$ cat src/rtl/ahbram_pkg.sv
package ahbram_pkg;
   localparam int BUS_W  = 32;
   localparam int LANE_W = 8;
   localparam int LANES  = BUS_W / LANE_W;
   localparam int OFF_W  = $clog2(LANES);

   typedef enum logic [1:0] {
      TR_IDLE   = 2'b00,
      TR_BUSY   = 2'b01,
      TR_NONSEQ = 2'b10,
      TR_SEQ    = 2'b11
   } htrans_e;

   localparam logic [1:0] RESP_OKAY = 2'b00;
endpackage

$ cat src/rtl/ahbram_lane_dec.sv
module ahbram_lane_dec #(
   parameter int LANES = 4,
   parameter int OFF_W = 2
) (
   input  logic [OFF_W-1:0] off,
   input  logic [2:0]       size,
   output logic [LANES-1:0] be
);
   for (genvar g = 0; g < LANES; g++) begin : g_lane
      assign be[g] = (size == 3'd0) ? (off == OFF_W'(g)) :
                     (size == 3'd1) ? ((off >> 1) == OFF_W'(g >> 1)) :
                                      1'b1;
   end
endmodule

$ cat src/rtl/ahbram_wbuf.sv
module ahbram_wbuf #(
   parameter int WA    = 14,
   parameter int DW    = 32,
   parameter int LANES = 4
) (
   input  logic             clk,
   input  logic             rstn,
   input  logic             rd_start,
   input  logic [WA-1:0]    rd_addr,
   input  logic             dp_wr,
   input  logic [WA-1:0]    dp_addr,
   input  logic [LANES-1:0] dp_be,
   input  logic [DW-1:0]    wdata,
   output logic             ram_ce,
   output logic [LANES-1:0] ram_we,
   output logic [WA-1:0]    ram_addr,
   output logic [DW-1:0]    ram_wdata,
   output logic             wb_valid,
   output logic [WA-1:0]    wb_addr,
   output logic [LANES-1:0] wb_be,
   output logic [DW-1:0]    wb_data
);
   logic park;
   assign park = dp_wr & rd_start;

   always_comb begin
      ram_ce    = 1'b0;
      ram_we    = '0;
      ram_addr  = rd_addr;
      ram_wdata = wb_valid ? wb_data : wdata;
      if (rd_start) begin
         ram_ce = 1'b1;
      end else if (wb_valid) begin
         ram_ce   = 1'b1;
         ram_we   = wb_be;
         ram_addr = wb_addr;
      end else if (dp_wr) begin
         ram_ce   = 1'b1;
         ram_we   = dp_be;
         ram_addr = dp_addr;
      end
      if (!rstn) begin
         ram_ce = 1'b0;
         ram_we = '0;
      end
   end

   always_ff @(posedge clk or negedge rstn) begin
      if (!rstn) begin
         wb_valid <= 1'b0;
         wb_addr  <= '0;
         wb_be    <= '0;
         wb_data  <= '0;
      end else if (park) begin
         wb_valid <= 1'b1;
         wb_addr  <= dp_addr;
         wb_be    <= dp_be;
         wb_data  <= wdata;
      end else if (wb_valid && !rd_start) begin
         wb_valid <= 1'b0;
      end
   end

   assert_no_clobber_R6: assert property (@(posedge clk) disable iff (!rstn)
      dp_wr |-> !wb_valid);
   assert_hold_R6: assert property (@(posedge clk) disable iff (!rstn)
      (wb_valid && rd_start) |=> wb_valid);
   assert_drain_R6: assert property (@(posedge clk) disable iff (!rstn)
      (wb_valid && !rd_start) |=> !wb_valid);
endmodule

$ cat src/rtl/ahbram_fwd.sv
module ahbram_fwd #(
   parameter int WA     = 14,
   parameter int LANES  = 4,
   parameter int LANE_W = 8
) (
   input  logic                    dp_rd,
   input  logic [WA-1:0]           dp_addr,
   input  logic                    wb_valid,
   input  logic [WA-1:0]           wb_addr,
   input  logic [LANES-1:0]        wb_be,
   input  logic [LANES*LANE_W-1:0] wb_data,
   input  logic [LANES*LANE_W-1:0] ram_rdata,
   output logic [LANES*LANE_W-1:0] rdata
);
   logic hit;
   assign hit = dp_rd & wb_valid & (wb_addr == dp_addr);

   for (genvar g = 0; g < LANES; g++) begin : g_merge
      assign rdata[g*LANE_W +: LANE_W] = (hit && wb_be[g]) ?
         wb_data[g*LANE_W +: LANE_W] : ram_rdata[g*LANE_W +: LANE_W];
   end
endmodule

$ cat src/rtl/ahbram_bridge.sv
module ahbram_bridge
   import ahbram_pkg::*;
#(
   parameter int AW = 16
) (
   input  logic              hclk,
   input  logic              hresetn,
   input  logic              hsel,
   input  logic [AW-1:0]     haddr,
   input  logic [1:0]        htrans,
   input  logic              hwrite,
   input  logic [2:0]        hsize,
   input  logic [BUS_W-1:0]  hwdata,
   input  logic              hready,
   output logic              hreadyout,
   output logic [1:0]        hresp,
   output logic [BUS_W-1:0]  hrdata,
   output logic              ram_ce,
   output logic [LANES-1:0]  ram_we,
   output logic [AW-3:0]     ram_addr,
   output logic [BUS_W-1:0]  ram_wdata,
   input  logic [BUS_W-1:0]  ram_rdata
);
   localparam int WA = AW - OFF_W;

   if (AW < 3 || AW > 32) begin : g_aw_range
      $error("ahbram_bridge: AW must lie in 3..32");
   end

   logic             xfer, rd_start, wr_start;
   logic [LANES-1:0] lane_be;
   logic             dp_wr, dp_rd;
   logic [WA-1:0]    dp_addr;
   logic [LANES-1:0] dp_be;
   logic             wb_valid;
   logic [WA-1:0]    wb_addr;
   logic [LANES-1:0] wb_be;
   logic [BUS_W-1:0] wb_data;

   assign xfer     = hresetn & hsel & hready &
                     (htrans_e'(htrans) == TR_NONSEQ || htrans_e'(htrans) == TR_SEQ);
   assign rd_start = xfer & ~hwrite;
   assign wr_start = xfer & hwrite;

   assign hreadyout = 1'b1;
   assign hresp     = RESP_OKAY;

   ahbram_lane_dec #(.LANES(LANES), .OFF_W(OFF_W)) u_lane (
      .off  (haddr[OFF_W-1:0]),
      .size (hsize),
      .be   (lane_be)
   );

   always_ff @(posedge hclk or negedge hresetn) begin
      if (!hresetn) begin
         dp_wr   <= 1'b0;
         dp_rd   <= 1'b0;
         dp_addr <= '0;
         dp_be   <= '0;
      end else begin
         dp_wr <= wr_start;
         dp_rd <= rd_start;
         if (xfer) begin
            dp_addr <= haddr[AW-1:OFF_W];
            dp_be   <= lane_be;
         end
      end
   end

   ahbram_wbuf #(.WA(WA), .DW(BUS_W), .LANES(LANES)) u_wbuf (
      .clk       (hclk),
      .rstn      (hresetn),
      .rd_start  (rd_start),
      .rd_addr   (haddr[AW-1:OFF_W]),
      .dp_wr     (dp_wr),
      .dp_addr   (dp_addr),
      .dp_be     (dp_be),
      .wdata     (hwdata),
      .ram_ce    (ram_ce),
      .ram_we    (ram_we),
      .ram_addr  (ram_addr),
      .ram_wdata (ram_wdata),
      .wb_valid  (wb_valid),
      .wb_addr   (wb_addr),
      .wb_be     (wb_be),
      .wb_data   (wb_data)
   );

   ahbram_fwd #(.WA(WA), .LANES(LANES), .LANE_W(LANE_W)) u_fwd (
      .dp_rd     (dp_rd),
      .dp_addr   (dp_addr),
      .wb_valid  (wb_valid),
      .wb_addr   (wb_addr),
      .wb_be     (wb_be),
      .wb_data   (wb_data),
      .ram_rdata (ram_rdata),
      .rdata     (hrdata)
   );

   assert_rd_port_R3: assert property (@(posedge hclk) disable iff (!hresetn)
      rd_start |-> (ram_ce && ram_we == '0 && ram_addr == haddr[AW-1:OFF_W]));
   assert_byte_lane_R4: assert property (@(posedge hclk) disable iff (!hresetn)
      (wr_start && hsize == 3'd0) |-> ($countones(lane_be) == 1));
   assert_half_lane_R4: assert property (@(posedge hclk) disable iff (!hresetn)
      (wr_start && hsize == 3'd1) |-> ($countones(lane_be) == 2));
   assert_wr_issue_R6: assert property (@(posedge hclk) disable iff (!hresetn)
      (dp_wr && !rd_start) |-> (ram_ce && ram_we == dp_be && ram_addr == dp_addr));
endmodule

$ cat config.mk
export PLATFORM = sky130hd
export DESIGN_NAME = ahbram_bridge
export DESIGN_NICKNAME = d
export VERILOG_FILES = /design/src/rtl/ahbram_pkg.sv /design/src/rtl/ahbram_lane_dec.sv /design/src/rtl/ahbram_wbuf.sv /design/src/rtl/ahbram_fwd.sv /design/src/rtl/ahbram_bridge.sv
export SDC_FILE = /design/constraint.sdc
export NUM_CORES = 1
export LEC_CHECK = 0
export ABC_AREA = 0
export CORE_MARGIN = 10
export CORE_UTILIZATION = 47
export DETAILED_ROUTE_END_ITERATION = 6
export PLACE_DENSITY = 0.95
export SYNTH_ARGS = -nofsm -noshare
export SYNTH_HDL_FRONTEND = slang
export SYNTH_HIERARCHICAL = 1
export SYNTH_SLANG_ARGS = --single-unit
$ cat constraint.sdc
create_clock -name hclk -period 4.9 [get_ports hclk]
set_clock_uncertainty 0.1 [all_clocks]
set_input_delay 0.98 -clock hclk [delete_from_list [all_inputs] [get_ports hclk]]
set_output_delay 0.98 -clock hclk [all_outputs]
set_load 0.02 [all_outputs]
==> impl_metrics.ini, run 1 <==
[finish]
num-fill-cells = 641
fin_util_pct = 70.9
fin_area_mm2 = 0.00615
layout-area-overhead-vs-synth_pct = 47.6
antenna-diode-count = 0
total_nets_final = 569
post_route_cells_drive_above_1_share_pct = 36.6

[floorplan]
pin_count = 176
fp.dieW_um = 114
initial_utilization_pct = 48.1
die_height_um = 114
die_area_mm2 = 0.0130
fp.coreArea_mm2 = 0.00868
core.rowCount = 34

[placement]
io_buffer_count = 171
place.gp.congestion = 0.800
dp_slack_ns = 0.627
dpl-instance-area_mm2 = 0.00594
dpl.hpwl_mm = 9.13

[sta]
grt_setup_unrepaired = no
clock.fmax_ghz = 0.234
finalMaxSlewViolations = 0
timing.setup.tns_ns = 0
fin_crit_ns = 4.28
setup-violations-final = 0
worst_slack_ns = 0.621
hold_violations = 0
worst_slew_pin_slew_ns = 0.902
slew_headroom_pct = 39.8
fin_crit_sh_pct = 87.3

[drt]
routed_wire_length_per_instance_um = 20.5
drt-pass1-iter-count = 4
remaining_drc_errors = 0
drt-vias-per-instance = 5.42
wirelength_mm = 12.1
ant_nets = 0
total_via_count_in_the_routed_design = 3210
drt-initial-drc-count = 152

[clock_tree]
clock-sinks = 71
worstSkewPairLatency_ns = 0.34
clockBufferDepth = 2
cts-htree-levels = 3
cts_setup_buffers = 0
root_buffer = clkbuf_8
clock_tree_from_tritoncts = done
cts-resized-gates = 0
cts-buffers-inserted = 9
cts_hold_buffers = 0
clk_pin_slew_ns = 0.07

[synth]
yosys.area.top_type_share_pct = 42.6
synth_cell_types = 36
synth.ff_latch_count = 71
async_flop_share_pct = 100
post_synth.cell_area_avg_um2 = 13.4
synthDominantAreaCellType = dfrtp_1
synth_top_cells_by_count = mux2_2, dfrtp_1, mux2_4, o221a_2, or4b_1
ys_warn_count = 6
ys_seq_area_share_pct = 42.6
synth.most_common_cell = mux2_2
synth_enable_flop_cells = 0
post_synth_main_area_contributors = dfrtp_1, mux2_2, mux2_4, o221a_2, or4b_1
synth_area_mm2 = 0.00417
synthCells = 312
ys.flop_type = dfrtp_1

[global_routing]
initial_antenna_violation_count = 0
globalRoute.totalOverflow = 0
grt_first_pass_wirelength_mm = 19.2
first_global_vias = 3601
gr-usage-all-layers_pct = 18.2
pin_count_of_the_biggest_net_entering_global_routing = 73

[critical_path]
crit_chain = clkdlybuf4s50_1 -> nand4_2 -> nor2_1 -> nand2b_1 -> o221a_2 -> clkdlybuf4s50_1
timing.critical_path.buf_inv = 2
slowest_delay_ns = 0.63
cp_top_family = buffers and inverters
endpoint_kind = primary output
worstPathRequired_ns = 3.82
cp_max_fo = 14
worst-path-stages = 6
critPathLaunchType = input port
timing.critical_path.mode_cell = clkdlybuf4s50_1
worstReg2RegStart = dp_wr
timing.critical_path.slowest_stage_cell = clkdlybuf4s50_1
timing.critical_path.arrival_ns = 3.20
regToRegEndpoint = u_wbuf/wb_addr[7]
worstRegToRegCells = 3
r2r_setup_slack_ns = 2.62
kind_of_critical_path = input port to primary output

[hold_path]
whs_path_depth = 1
hold_path.startpoint = u_wbuf/wb_data[25]
worstHoldEndpoint = u_wbuf/wb_data[25]
hp-class = flip-flop to flip-flop

[job]
cap_viol_max_count = 0

[pwr]
cellLeakagePower_nw = 2.65
power_density_mw_per_mm2 = 249
max-vdd-ir-drop_uv = 134

[status]
run_status = finished clean
[registers in the layout, summed over array words and instances (netlist names)]
name,count
u_wbuf/wb_data,32
dp_wr,1
dp_be,4
u_wbuf/wb_be,4
u_wbuf/wb_addr,14
dp_addr,14
dp_rd,1
u_wbuf/wb_valid,1
[per-layer routing]
layer	routed length [µm]	vias to the layer above	GRT usage [%]
met3	791	11	4.72
met2	6510	99	32.8
met4	166	0	6.10
met5	0	-	0
met1	4650	1596	20.2
li1	-	1504	-
[report_power, final]
part	internal [mW]	switching, mW
Clock	0.285	0.217
Sequential	0.629	0.0452
Combinational	0.217	0.137
Total	1.13	0.399
[how the worst max path moves through the flow]
stage | startpoint | end | slack, ns
3_5_place_dp | hready | ram_addr[5] | 0.63
5_1_grt | hready | ram_addr[12] | 0.51
6_report | hready | ram_addr[12] | 0.62
3_3_place_gp | hready | ram_addr[12] | 0.67
4_1_cts | hready | ram_addr[5] | 0.62
2_1_floorplan | hready | ram_addr[10] | 1.61
[worst register-to-register path, cell delays in order (launching register included)]
cell and delay [ns]:
dfrtp_1 0.77, nand2_2 0.48, buf_4 0.42, mux2_1 0.40
[per-stage QoR]
step           power [mW]  cells  hold WS, ns
2_1_floorplan       0.855    313        0.392
3_3_place_gp         1.03    576        0.406
3_5_place_dp         1.04    576        0.415
4_1_cts              1.55    592        0.432
5_1_grt              1.60    592        0.445
6_report             1.53    592        0.427
[logic make-up (layout without fill, tap and decap cells)]
logic type	after synthesis	after routing	synth area share [%]
DFF	71	71	42.6
buffers and inverters	26	197	3.39
other	2	3	0.180
muxes	132	132	37.3
AOI/OAI and AO/OA	27	27	5.85
xor gates and xnor gates	11	11	2.31
and+or+nand+nor	43	43	8.40
[cell type report]
type / count / area [µm²] / area share, %
tap: 108 / 135 / 2.20
sequential: 71 / 1780 / 28.9
clock buffer: 10 / 128 / 2.07
clock inverter: 6 / 85.1 / 1.38
inverter: 4 / 15.0 / 0.244
timing repair buffer: 177 / 1750 / 28.5
multi-input combinational: 216 / 2260 / 36.7
[cell usage in the layout (no fill, tap or decap)]
master	n
nor4_2	1
nor2b_2	1
mux2_4	18
xnor2_1	7
o221ai_1	1
nand2b_1	3
nand4_1	1
xor2_1	4
o21ai_1	4
nand3b_1	4
nor2_2	1
a2111o_1	1
clkbuf_8	9
dfrtp_1	70
clkdlybuf4s50_1	170
clkbuf_1	1
mux2_2	110
o21ba_2	1
a21oi_1	4
nand2_1	5
o21a_1	1
bufinv_16	2
conb_1	3
nand3_2	4
nand2_2	1
nand4_2	1
or4b_1	14
buf_4	7
nand3_1	1
nor2b_1	1
and2b_2	1
o221a_2	14
mux2_1	4
nor2_1	3
nor4_4	1
inv_1	4
o31a_1	1
clkinvlp_4	2
dfrtp_2	1
clkinv_2	2
Note: power is estimated with default switching activity, not from simulation.
==> run 2, diff against run 1 <==
--- a/config.mk
+++ b/config.mk
@@ -7,10 +7,11 @@
 export LEC_CHECK = 0
 export ABC_AREA = 0
 export CORE_MARGIN = 10
-export CORE_UTILIZATION = 47
+export CORE_UTILIZATION = 46
 export DETAILED_ROUTE_END_ITERATION = 6
+export MAX_ROUTING_LAYER = met4
 export PLACE_DENSITY = 0.95
+export REMOVE_ABC_BUFFERS = 1
 export SYNTH_ARGS = -nofsm -noshare
 export SYNTH_HDL_FRONTEND = slang
-export SYNTH_HIERARCHICAL = 1
 export SYNTH_SLANG_ARGS = --single-unit
==> run 2 against run 1 <==
  * Synthesized area decreased by 4.2%
  * Design area decreased by 1.9%
  * Sequential share of layout area increased by 0.55 points
==> impl_metrics.ini, run 2 <==
[synth]
synth.ff_latch_count = 71
ys.flop_type = dfrtp_1
post_synth_main_area_contributors = dfrtp_1, mux2_2, o22ai_1, a21oi_1, xnor2_1
post_synth.cell_area_avg_um2 = 12.1
synthCells = 330
synth_enable_flop_cells = 0
ys_seq_area_share_pct = 44.5
async_flop_share_pct = 100
yosys.area.top_type_share_pct = 44.5
synthDominantAreaCellType = dfrtp_1
synth_area_mm2 = 0.00400
synth_cell_types = 28
synth_top_cells_by_count = mux2_2, dfrtp_1, o22ai_1, a21oi_1, clkbuf_1
ys_warn_count = 0
synth.most_common_cell = mux2_2

[critical_path]
timing.critical_path.arrival_ns = 3.34
r2r_setup_slack_ns = 2.60
cp_max_fo = 13
worstReg2RegStart = dp_wr
endpoint_kind = primary output
worstRegToRegCells = 3
kind_of_critical_path = input port to primary output
regToRegEndpoint = u_wbuf.wb_data[2]
worstPathRequired_ns = 3.82
critPathLaunchType = input port

[finish]
antenna-diode-count = 0
registers.top_by_ff_count = u_wbuf.wb_data
number_of_flip_flops_under_the_largest_register_name = 32
layout.cells.most_common = clkdlybuf4s50_1
stdcell_count = 609
layout-area-overhead-vs-synth_pct = 51.1
total_nets_final = 589
num-fill-cells = 593
post_route_cells_drive_above_1_share_pct = 31.3
reg_top3 = u_wbuf.wb_data x32, dp_addr x14, u_wbuf.wb_addr x14
layout.cells.most_common_list = clkdlybuf4s50_1, mux2_2, dfrtp_1, o22ai_1, a21oi_1
fin_area_mm2 = 0.00604

[placement]
dpl.hpwl_mm = 9.38
placed_cells_incl_taps = 593
dpl-instance-area_mm2 = 0.00580
io_buffer_count = 171
place.gp.congestion = 0.843

[clock_tree]
cts_hold_buffers = 0
clockBufferDepth = 2
clock-sinks = 71
cts-resized-gates = 0
cts_setup_buffers = 0
cts-htree-levels = 3
worstSkewPairLatency_ns = 0.33
clk_pin_slew_ns = 0.07
cts-buffers-inserted = 9
clock_tree_from_tritoncts = done
root_buffer = clkbuf_8

[global_routing]
gr-usage-all-layers_pct = 19.2
first_global_vias = 3659
pin_count_of_the_biggest_net_entering_global_routing = 48
grt_first_pass_wirelength_mm = 19.7
globalRoute.totalOverflow = 0
initial_antenna_violation_count = 0

[drt]
remaining_drc_errors = 0
drt-vias-per-instance = 5.42
drt-pass1-iter-count = 4
drt-initial-drc-count = 165
wirelength_mm = 12.3
ant_nets = 0
routed_wire_length_per_instance_um = 20.2
total_via_count_in_the_routed_design = 3300

[floorplan]
pin_count = 176
fp.dieW_um = 113
initial_utilization_pct = 47.9
core.rowCount = 33
die_area_mm2 = 0.0128
fp.coreArea_mm2 = 0.00834
die_height_um = 113

[hold_path]
hold_path.startpoint = dp_be[3]
hp-class = flip-flop to flip-flop
worstHoldEndpoint = dp_be[3]
whs_path_depth = 1

[pwr]
max-vdd-ir-drop_uv = 161
power.total_mw = 1.56
cellLeakagePower_nw = 2.57
power_density_mw_per_mm2 = 259

[sta]
finalMaxSlewViolations = 0
setup-violations-final = 0
slew_headroom_pct = 50.4
fin_crit_ns = 4.42
hold_violations = 0
fin_crit_sh_pct = 90.1
clock.fmax_ghz = 0.226
fin_worst_hold_slack_ns = 0.413
worst_slew_pin_slew_ns = 0.738
timing.setup.tns_ns = 0
grt_setup_unrepaired = no

[status]
run_status = finished clean

[job]
cap_viol_max_count = 0
## run 2: cell count changes in the layout (fill, tap and decap cells not counted), moves of 3 or more
cell / delta
o221a_2: -14
a22oi_1: +4
o21ai_1: -4
mux2_2: +15
nor2_1: +5
or4b_1: -14
a21oi_1: +12
mux2_4: -18
a21boi_0: +3
o21ai_0: +7
o22ai_1: +25
## run 2: metrics by stage
stage                     utilization (%)  setup slack (ns)
after floorplan                         -             0.687
after global placement               69.6             0.493
after detailed placement             69.6             0.518
after CTS                            72.4             0.505
after global routing                 72.4             0.296
final                                72.4             0.484
## run 2: final cells by class
class,count,area (µm²),share of cell area [%]
inverters,4,15.0,0.249
multi-input cells,234,2110,34.9
clock inverters,6,109,1.80
well taps,105,131,2.18
clock buffers,10,128,2.11
flip-flops and latches,71,1780,29.4
repair buffers,179,1770,29.3
## run 2: worst max path at each step
stage              start           end  slack (ns)  depth (start not counted)
2_1_floorplan  htrans[1]   ram_addr[0]        0.69                          5
3_3_place_gp   htrans[1]   ram_addr[7]        0.49                          8
3_5_place_dp   htrans[1]   ram_addr[8]        0.52                          8
4_1_cts        htrans[1]   ram_addr[8]        0.50                          8
5_1_grt        htrans[1]  ram_addr[13]        0.30                          8
6_report       htrans[1]   ram_addr[8]        0.48                          8
## run 2: layer usage
layer,global-route usage [%],part of all wire (%)
met4,3.98,1.0
met5,-,0
met3,4.44,6.1
met2,33.6,52
met1,21.9,41
## run 2: worst max-delay path, cell delays in order
cell and delay, ns:
clkdlybuf4s50_1 0.46, nand4_1 0.10, nand2b_1 0.21, buf_4 0.21, nand2_1 0.37, o22ai_1 0.17, a21oi_1 0.20, clkdlybuf4s50_1 0.63
## run 2: report_power, final
part	internal (mW)	leakage, nW	total [mW]	switching [mW]
combinational	0.199	1.50	0.335	0.136
sequential	0.629	0.951	0.673	0.0440
clock	0.338	0.120	0.556	0.218
total	1.17	2.57	1.56	0.398
## run 2: cell families after synthesis
group | after synthesis | synth area share, %
AO/OA/AOI/OAI | 57 | 8.49
XOR/XNOR | 13 | 2.85
buffers and inverters | 26 | 2.88
flip-flops | 71 | 44.5
multiplexers | 128 | 36.1
other | 2 | 0.188
AND/OR/NAND/NOR | 33 | 5.04
